`src/rtl/cache_attr_pkg.sv`:
```
`timescale 1ns/1ps
package cache_attr_pkg;

    parameter int ENTRY_W  = 32;
    parameter int WT_POS   = 3;
    parameter int CD_POS   = 4;
    parameter int CYCDEF_W = 3;

    typedef enum logic [1:0] {
        SRC_ZERO = 2'd0,
        SRC_PAGE = 2'd1,
        SRC_CR3  = 2'd2
    } attr_src_t;

    typedef struct packed {
        logic cd;
        logic wt;
    } attr_t;

    function automatic attr_src_t choose_src(logic paging, logic realm, logic paged);
        if (!paging || realm) return SRC_ZERO;
        if (paged)            return SRC_PAGE;
        return SRC_CR3;
    endfunction

    function automatic attr_t resolve_attr(attr_src_t src, attr_t from_page,
                                           attr_t from_cr3, logic global_cd);
        attr_t a;
        case (src)
            SRC_PAGE: a = from_page;
            SRC_CR3:  a = from_cr3;
            default:  a = '0;
        endcase
        a.cd = a.cd | global_cd;
        return a;
    endfunction

endpackage

```
`src/rtl/attr_select.sv`:
```
`timescale 1ns/1ps
module attr_select
    import cache_attr_pkg::*;
#(
    parameter int W  = ENTRY_W,
    parameter int WB = WT_POS,
    parameter int CB = CD_POS
) (
    input  logic         paging_on,
    input  logic         real_mode,
    input  logic         cyc_paged,
    input  logic [W-1:0] pte_bits,
    input  logic [W-1:0] cr3_bits,
    input  logic         cr0_cache_dis,
    output attr_t        attr_out
);
    attr_t     page_a;
    attr_t     cr3_a;
    attr_src_t src;

    always_comb begin
        page_a.wt = pte_bits[WB];
        page_a.cd = pte_bits[CB];
        cr3_a.wt  = cr3_bits[WB];
        cr3_a.cd  = cr3_bits[CB];
        src       = choose_src(paging_on, real_mode, cyc_paged);
        attr_out  = resolve_attr(src, page_a, cr3_a, cr0_cache_dis);
    end
endmodule

```
`src/rtl/attr_capture.sv`:
```
`timescale 1ns/1ps
module attr_capture
    import cache_attr_pkg::*;
#(
    parameter int CW = CYCDEF_W
) (
    input  logic          clk,
    input  logic          rst,
    input  logic          load,
    input  attr_t         attr_in,
    input  logic [CW-1:0] cyc_in,
    output attr_t         attr_q,
    output logic [CW-1:0] cyc_q
);
    always_ff @(posedge clk) begin
        if (rst) begin
            attr_q <= '0;
            cyc_q  <= '0;
        end else if (load) begin
            attr_q <= attr_in;
            cyc_q  <= cyc_in;
        end
    end

    // no load means every captured value keeps its state
    p_hold_between_loads_r5: assert property (@(posedge clk) disable iff (rst)
        !load |=> $stable({attr_q, cyc_q}));
endmodule

```
`src/rtl/pin_drive.sv`:
```
`timescale 1ns/1ps
module pin_drive (
    input  logic hold_ack,
    input  logic emu_present_n,
    input  logic cd_cap,
    output logic pin_oe,
    output logic low_power,
    output logic fill_ok
);
    always_comb begin
        low_power = ~emu_present_n;
        pin_oe    = ~hold_ack & emu_present_n;
        fill_ok   = ~cd_cap;
    end
endmodule

```
`src/rtl/page_attr_unit.sv`:
```
`timescale 1ns/1ps
module page_attr_unit
    import cache_attr_pkg::*;
#(
    parameter int W  = ENTRY_W,
    parameter int CW = CYCDEF_W
) (
    input  logic          clk,
    input  logic          rst,
    input  logic          paging_on,
    input  logic          real_mode,
    input  logic          cyc_paged,
    input  logic [W-1:0]  pte_bits,
    input  logic [W-1:0]  cr3_bits,
    input  logic          cr0_cache_dis,
    input  logic          cyc_start,
    input  logic [CW-1:0] cyc_def_in,
    input  logic          hold_ack,
    input  logic          emu_present_n,
    output logic          wt_q,
    output logic          cd_q,
    output logic [CW-1:0] cyc_def_q,
    output logic          pin_oe,
    output logic          low_power,
    output logic          fill_ok
);
    attr_t next_attr;
    attr_t cap_attr;
    logic  load;

    attr_select #(.W(W)) u_sel (
        .paging_on     (paging_on),
        .real_mode     (real_mode),
        .cyc_paged     (cyc_paged),
        .pte_bits      (pte_bits),
        .cr3_bits      (cr3_bits),
        .cr0_cache_dis (cr0_cache_dis),
        .attr_out      (next_attr)
    );

    assign load = cyc_start & emu_present_n;

    attr_capture #(.CW(CW)) u_cap (
        .clk     (clk),
        .rst     (rst),
        .load    (load),
        .attr_in (next_attr),
        .cyc_in  (cyc_def_in),
        .attr_q  (cap_attr),
        .cyc_q   (cyc_def_q)
    );

    assign wt_q = cap_attr.wt;
    assign cd_q = cap_attr.cd;

    pin_drive u_pin (
        .hold_ack      (hold_ack),
        .emu_present_n (emu_present_n),
        .cd_cap        (cap_attr.cd),
        .pin_oe        (pin_oe),
        .low_power     (low_power),
        .fill_ok       (fill_ok)
    );

    // global cache-disable at a strobe always yields cd_q high
    p_global_cd_r4: assert property (@(posedge clk) disable iff (rst)
        (cyc_start && emu_present_n && cr0_cache_dis) |=> cd_q);

    // paging off or real mode gives zero write-through
    p_zero_source_r3: assert property (@(posedge clk) disable iff (rst)
        (cyc_start && emu_present_n && (!paging_on || real_mode)) |=>
            (!wt_q && (cd_q == $past(cr0_cache_dis))));

    // during power-down the captured outputs are frozen
    p_powerdown_freeze_r8: assert property (@(posedge clk) disable iff (rst)
        !emu_present_n |=> $stable({wt_q, cd_q, cyc_def_q}));

    // a strobe during hold still loads the cycle definition
    p_hold_loads_r7: assert property (@(posedge clk) disable iff (rst)
        (hold_ack && cyc_start && emu_present_n) |=> (cyc_def_q == $past(cyc_def_in)));

    // no fill permitted while cache-disable is captured
    p_no_fill_r9: assert property (@(posedge clk) disable iff (rst)
        (cyc_start && emu_present_n && cr0_cache_dis) |=> !fill_ok);
endmodule

```
`config.mk`:
```
export PLATFORM = sky130hd
export DESIGN_NAME = page_attr_unit
export DESIGN_NICKNAME = d
export VERILOG_FILES = /design/src/rtl/cache_attr_pkg.sv /design/src/rtl/attr_select.sv /design/src/rtl/attr_capture.sv /design/src/rtl/pin_drive.sv /design/src/rtl/page_attr_unit.sv
export SDC_FILE = /design/constraint.sdc
export NUM_CORES = 1
export LEC_CHECK = 0
export BUFFER_PORTS_ARGS = -buffer_cell sky130_fd_sc_hd__buf_2
export CAP_MARGIN = 25
export CORE_MARGIN = 10
export CORE_UTILIZATION = 16
export DETAILED_ROUTE_END_ITERATION = 8
export MAX_ROUTING_LAYER = met4
export PLACE_DENSITY = 0.86
export SLEW_MARGIN = 0
export SYNTH_ARGS = -nofsm -noshare
export SYNTH_HDL_FRONTEND = slang
export SYNTH_HIERARCHICAL = 1
export SYNTH_SLANG_ARGS = --single-unit
export TNS_END_PERCENT = 20
```
`constraint.sdc`:
```
create_clock -name clk -period 0.82 [get_ports clk]
set_clock_uncertainty 0.1 [all_clocks]
set_input_delay 0.041 -clock clk [delete_from_list [all_inputs] [get_ports clk]]
set_output_delay 0.041 -clock clk [all_outputs]
set_load 0.02 [all_outputs]
```
# ---- After elaboration in Yosys (flattened, before gate mapping)
# Cells that the tools add are included.
dict set report op_classes {
  n_mul 0
  n_eq_ne 2
  bitwise_logic 6
  n_div 0
  n_shift 0
  reduce_logical 2
  magnitude_cmp 0
  mux 8
  addsub 0
}
# cell count
set ops {}
lappend ops {{2-bit two-way mux} 4}
lappend ops {{2-bit case mux with 2 select lines} 1}
lappend ops {{1-bit two-way mux} 3}
lappend ops {{1-bit inverter} 3}
lappend ops {{1-bit AND} 2}
lappend ops {{2-bit by 1-bit equality test with 1-bit output, second input constant} 1}
lappend ops {{2-bit equality test, second input constant} 1}
lappend ops {{1-bit logical NOT} 1}
lappend ops {{1-bit logical OR} 1}
lappend ops {{1-bit OR} 1}
dict set report totals {
  regBits 5
  output_inout_bits 8
  latchBits 0
  mem_count 0
  wordCells 21
  ram_bits 0
  input_bits 76
  mem_bits_ro 0
}

# ---- Logic depth before layout (Yosys ltp)
# Gate-level depths: netlist (run 1).
dict set report logic_depth {
  ltp_word 9
  mapped_depth 4
  ltp_nobuf 4
}

# ---- Cells and area by module
# Netlist (run 1), hierarchy kept.
# mod seq_area_each_um2 n_inst cells_each area_per_inst_um2
set modules_own_cells {}
lappend modules_own_cells {attr_capture 100.1 1 16 180.2}
lappend modules_own_cells {attr_select 0.0 1 5 37.5}
lappend modules_own_cells {pin_drive 0.0 1 3 21.3}
lappend modules_own_cells {page_attr_unit 0.0 1 1 6.3}

# ---- Worst setup path after synthesis (run 1)
# No wires, ideal clock.
dict set report synth_timing {
  path_kind {reg-to-reg}
  from {register u_cap/attr_q[1] (netlist name)}
  to {register u_cap/attr_q[1] in the netlist's numbering}
  n_path_buf 0
  t_required_ns 0.656
  arrival_ns 0.602
  slack_ns 0.054
  stages_incl_launch_ff 3
  period_less_slack_ns 0.766
  setup_time_ns 0.064
  path_cell_list {dfxtp_1 > mux2i_1 > nor2_1}
}
# element line
set synth_lines {}
lappend synth_lines {{end signal, assigned} attr_capture.sv:20} ;# attr_q <= attr_in;
lappend synth_lines {{end, declared} attr_capture.sv:12} ;# output attr_t attr_q,

# ---- Final worst setup path (run 1)
dict set report layout_timing {
  from {register u_cap/attr_q[1] in the netlist's numbering}
  to {output port fill_ok}
}
dict set report layout_between {
  elab_chain_cells 1
}
# element line
set layout_lines {}
lappend layout_lines {{1-bit inverter} pin_drive.sv:13} ;# fill_ok = ~cd_cap;
lappend layout_lines {{end, declared} page_attr_unit.sv:25} ;# output logic fill_ok
# Every way passes these cells.

==> results of run 1 <==
==> cells in the mapped netlist <==
cell type,number,area (µm²)
and2_1,1,6.26
buf_6,1,11.3
dfxtp_1,5,100
inv_1,2,7.51
mux2i_1,7,70.1
nand2b_1,1,6.26
nor2_1,6,22.5
nor2b_4,1,13.8
o21bai_1,1,7.51
==> worst max-delay path: cells and delay by family, from the launching register on <==
kind | cells | cell delay [ns]
flops | 1 | 0.33
buf+inv | 2 | 0.16
==> where the power goes <==
group	internal, mW	switching (mW)
clock	0.183	0.0926
sequential	0.257	0.00733
combinational	0.0866	0.0696
total	0.527	0.170
==> metal layers <==
layer  global-route usage [%]  up-vias  part of all wire, %
met2                     11.0        3                   73
met4                     3.93        0                    0
met1                     2.87      131                   24
met3                     1.93        0                  2.4
li1                         -      138                    -
met5                        -        -                    0
==> metrics by stage <==
step	instance area [µm²]	TNS (ns)	util [%]	cells	hold WS, ns
5_1_grt	460	-0.282	31.3	70	-0.0204
3_5_place_dp	384	-0.250	26.1	65	0.186
6_report	460	-0.0777	31.3	70	-0.0525
3_3_place_gp	384	-0.242	26.1	65	0.174
2_1_floorplan	245	0	-	25	0.0134
4_1_cts	460	-0.138	31.3	70	-0.0615
==> what timing repair did <==
| action | 4_1_cts | 5_1_grt |
|---|---|---|
| hold endpoints to repair | 5 | 2 |
| setup endpoints to repair | 6 | 6 |
| gates resized for setup | 17 | 0 |
| setup buffers | 0 | 0 |
==> sequential cells by signal, summed over array words and instances, names as in the netlist <==
register / cells
u_cap/attr_q: 2
u_cap/cyc_q: 3
==> area by class of cell <==
| cell class | count | area, µm² |
|---|---|---|
| clock buffers | 4 | 26.3 |
| fillers | 171 | 1010 |
| inverters | 2 | 7.51 |
| multi-input cells | 17 | 126 |
| flip-flops and latches | 5 | 106 |
| well taps | 16 | 20.0 |
| repair buffers | 26 | 174 |
==> cells by family after synthesis <==
kind of cell | count (synthesis)
AO/OA/AOI/OAI | 1
multiplexers | 7
flip-flops | 5
AND/OR/NAND/NOR | 9
buffers and inverters | 3
==> path summary, 6_finish.rpt <==
kind,endpoint,cells past startpoint
worst max-delay path,fill_ok,2
worst min-delay path,u_cap/cyc_q[0],3
worst min register to register,u_cap/cyc_q[0],2
worst max register to register,u_cap/attr_q[1],2
==> impl_metrics.json, run 1 <==
{
  "status": "complete, but fails checks",
  "failed_checks": "hold timing, setup timing",
  "grt_pass1_wl_um": 1320,
  "worst_slack_ns": -0.0459,
  "synthesis.area_um2": 245,
  "ys_types": 9,
  "gp_congestion": 0.606,
  "drt-initial-drc-count": 0,
  "cts.sinks": 5,
  "ant_nets": 0,
  "layout.nets": 131,
  "slew_viol_final": 0,
  "post-route-min-period_ns": 0.866,
  "finalSetupViolCount": 2,
  "vias_per_cell": 3.89,
  "min_path_type": "input port to register",
  "leakage_nw": 0.237,
  "drtPass1Iterations": 1,
  "diodes": 0,
  "cts-root-buf": "clkbuf_4",
  "cts_hold_buffers": 1,
  "synth-seq-cells": 5,
  "die_area_mm2": 0.00350,
  "slowest_delay_ns": 0.33,
  "hp-start": "cyc_def_in[0]",
  "ys_seq_area_share_pct": 40.8,
  "synthCells": 25,
  "syn_avg_cell_area_um2": 9.81,
  "synth_top_family_by_area": "multiplexers",
  "syn_nets": 101,
  "num_rows": 14,
  "final_common_cell": "buf_2",
  "cp-startpoint": "u_cap/attr_q[1]",
  "fp.coreArea_mm2": 0.00147,
  "hpwl_um": 691,
  "areaGrowthSynthToFinish_pct": 87.8,
  "htreeDepth": 1,
  "fp.dieW_um": 59.2,
  "worst_pin_slew_ns": 0.142,
  "synthAdderAreaFrac_pct": 0,
  "max_freq_mhz": 1150,
  "vdd_ir_drop_max_v": 0.000566,
  "p_per_area_mw_per_mm2": 1510,
  "start_util_pct": 16.7,
  "clkTransAtPathRegs_ns": 0.04,
  "arrival_ns": 0.72,
  "clock_latency_ns": 0.24,
  "timing.hold.ws_ns": -0.0525,
  "ff2ff_setup_slack_ns": 0.10,
  "slowest_stage": "dfxtp_2",
  "io_buffers": 23,
  "cts_buffers": 3,
  "grt.total_usage_pct": 5.19,
  "crit_fanout": 3,
  "cts_tree": "done",
  "worstPathCellList": "inv_2, buf_6",
  "synthMuxAreaShare_pct": 28.6,
  "cap_violations": 0,
  "grt_max_degree": 6,
  "required_ns": 0.68,
  "wl_per_cell_um": 11.8,
  "place_ws_ns": -0.0662,
  "startpoint_type": "register",
  "path_class": "register to output port",
  "grt.overflow.total": 0,
  "rsz0062_at_grt": "yes",
  "slew-limit-headroom_pct": 90.3,
  "yosys_warnings": 6,
  "vias": 272,
  "end_kind": "output port",
  "die_y_um": 59.2,
  "synthXorXnorAreaFrac_pct": 0,
  "routed_wl_um": 828,
  "reg2reg_from": "u_cap/attr_q[1]",
  "drc": 0,
  "grt_pass1_vias": 331,
  "pin_count": 84,
  "synth_compound_area_share_pct": 3.06,
  "layout_common_cells": "buf_2, mux2i_1, nor2_1",
  "hold_viol_final": 3,
  "fin_crit_sh_pct": 106,
  "cts_max_path_buffers": 2,
  "synthSimpleGateAreaFrac_pct": 19.9,
  "antenna_found_initial": 0,
  "p_total_mw": 0.697,
  "drive_gt1_share_pct": 64.8
}
Note: power is estimated with default switching activity, not from simulation.
==> inputs of run 2 (changes only) <==
--- a/config.mk
+++ b/config.mk
@@ -9,8 +9,8 @@
 export CAP_MARGIN = 25
 export CORE_MARGIN = 10
-export CORE_UTILIZATION = 16
+export CORE_UTILIZATION = 17
 export DETAILED_ROUTE_END_ITERATION = 8
 export MAX_ROUTING_LAYER = met4
-export PLACE_DENSITY = 0.86
+export PLACE_DENSITY = 0.9
 export SLEW_MARGIN = 0
 export SYNTH_ARGS = -nofsm -noshare
==> constraint.sdc (replaced) <==
create_clock -name clk -period 1.1 [get_ports clk]
set_clock_uncertainty 0.1 [all_clocks]
set_input_delay 0.275 -clock clk [delete_from_list [all_inputs] [get_ports clk]]
set_output_delay 0.275 -clock clk [all_outputs]
set_load 0.02 [all_outputs]
==> impl_metrics.json, run 2 (synthesized netlist as in run 1, its figures left out) <==
{
  "status": "finished, final reports clean",
  "drtPass1Iterations": 2,
  "pin_count": 84,
  "gp_congestion": 0.601,
  "p_per_area_mw_per_mm2": 1160,
  "fp.coreArea_mm2": 0.00133,
  "drt-initial-drc-count": 2,
  "max_freq_mhz": 910,
  "min_path_type": "input port to register",
  "layout_common_cells": "buf_2, mux2i_1, nor2_1",
  "antenna_found_initial": 0,
  "critPathBufInv": 2,
  "grt.total_usage_pct": 5.06,
  "num_rows": 13,
  "clkTransAtPathRegs_ns": 0.04,
  "cts.sinks": 5,
  "areaGrowthSynthToFinish_pct": 81.1,
  "worst_pin_slew_ns": 0.155,
  "fin_crit_sh_pct": 99.9,
  "end_kind": "output port",
  "largestRegisters": "u_cap/cyc_q (3), u_cap/attr_q (2)",
  "placed_area_um2": 383,
  "crit_fanout": 3,
  "grt_pass1_wl_um": 1240,
  "startpoint_type": "register",
  "die_area_mm2": 0.00336,
  "die_y_um": 58.0,
  "routed_wl_um": 830,
  "place_ws_ns": -0.0129,
  "largest_register_ffs": 3,
  "slew-limit-headroom_pct": 89.3,
  "start_util_pct": 18.4,
  "p_total_mw": 0.513,
  "wl_per_cell_um": 12.2,
  "leakage_nw": 0.232,
  "slowest_stage": "dfxtp_2",
  "grt.overflow.total": 0,
  "max_flop_register": "u_cap/cyc_q",
  "worst_slack_ns": 0.000923,
  "cts_hold_buffers": 0,
  "post_cts_buffers": 0,
  "fp.dieW_um": 58.0,
  "layout.nets": 130,
  "slew_viol_final": 0,
  "htreeDepth": 1,
  "io_buffers": 23,
  "stdcell_area_um2": 444,
  "hold_viol_final": 0,
  "arrival_ns": 0.72,
  "cts-root-buf": "clkbuf_4",
  "cp_top_family": "flip-flops",
  "drc": 0,
  "vdd_ir_drop_max_v": 0.000436,
  "cap_violations": 0,
  "vias_per_cell": 3.88,
  "final_common_cell": "buf_2",
  "rsz0062_at_grt": "yes",
  "diodes": 0,
  "path_class": "register to output port",
  "fin_util_pct": 33.3,
  "cts_tree": "done",
  "grt_max_degree": 6,
  "finalSetupViolCount": 0,
  "grt_pass1_vias": 290,
  "post-route-min-period_ns": 1.10,
  "cts_max_path_buffers": 2,
  "required_ns": 0.72,
  "slowest_delay_ns": 0.34,
  "vias": 264,
  "hpwl_um": 732,
  "drive_gt1_share_pct": 64.2,
  "clock_latency_ns": 0.23,
  "final_cells": 68,
  "cts_buffers": 3,
  "ant_nets": 0,
  "dpl.cell_count": 64,
  "worstPathCellList": "inv_2, buf_6"
}
[run 2: changes by cell type in the layout (fill, tap and decap cells not counted)]
cell / delta
buf_4: +1
buf_6: -1
dfxtp_1: +1
dfxtp_2: -1
dlygate4sd3_1: -1
[run 2: report_power, final]
group          total (mW)  switching (mW)  leakage, nW  internal [mW]
clock network       0.203          0.0668       0.0150          0.137
registers           0.198         0.00582       0.0425          0.192
logic               0.112          0.0503        0.174         0.0617
total               0.513           0.123        0.232          0.390
[run 2: final cells by class]
class | instances | area [µm²]
Fill cell | 147 | 890
Sequential cell | 5 | 105
Multi-Input combinational cell | 17 | 126
Timing Repair Buffer | 25 | 160
Inverter | 2 | 7.51
Clock buffer | 4 | 26.3
Tap cell | 15 | 18.8
[run 2: metrics by stage]
step / hold WS, ns / setup TNS, ns
after floorplan: 0.247 / 0
after global placement: 0.372 / -0.0228
after detailed placement: 0.394 / -0.0229
after CTS: 0.148 / -0.0135
after global routing: 0.142 / -0.0530
final: 0.160 / 0
[run 2: worst register-to-register path: stages (launching register included)]
cell and delay [ns]:
dfxtp_2 0.32, mux2i_1 0.15, nor2_1 0.05
[run 2: what timing repair did]
action                     in CTS  in global routing
setup endpoints to repair       6                  5
resized for setup               9                  6
hold endpoints to repair        0                  0
[run 2: metal layers]
metal  track usage, %  up-vias  routed length [µm]
li1                 -      136                   -
met1             4.00      116                 290
met2             7.98       12                 462
met3             3.49        0                  77
met4             4.03        0                   0
met5                -        -                   0
[run 2: path summary, 6_finish.rpt]
| kind | start | endpoint | slack, ns | depth (start not counted) |
|---|---|---|---|---|
| worst max-delay path | u_cap/attr_q[1] | fill_ok | 0.0009 | 2 |
| worst min-delay path | rst | u_cap/cyc_q[0] | 0.16 | 2 |
| worst max register to register | u_cap/cyc_q[0] | u_cap/cyc_q[0] | 0.37 | 2 |
| worst min register to register | u_cap/attr_q[0] | u_cap/attr_q[0] | 0.40 | 2 |
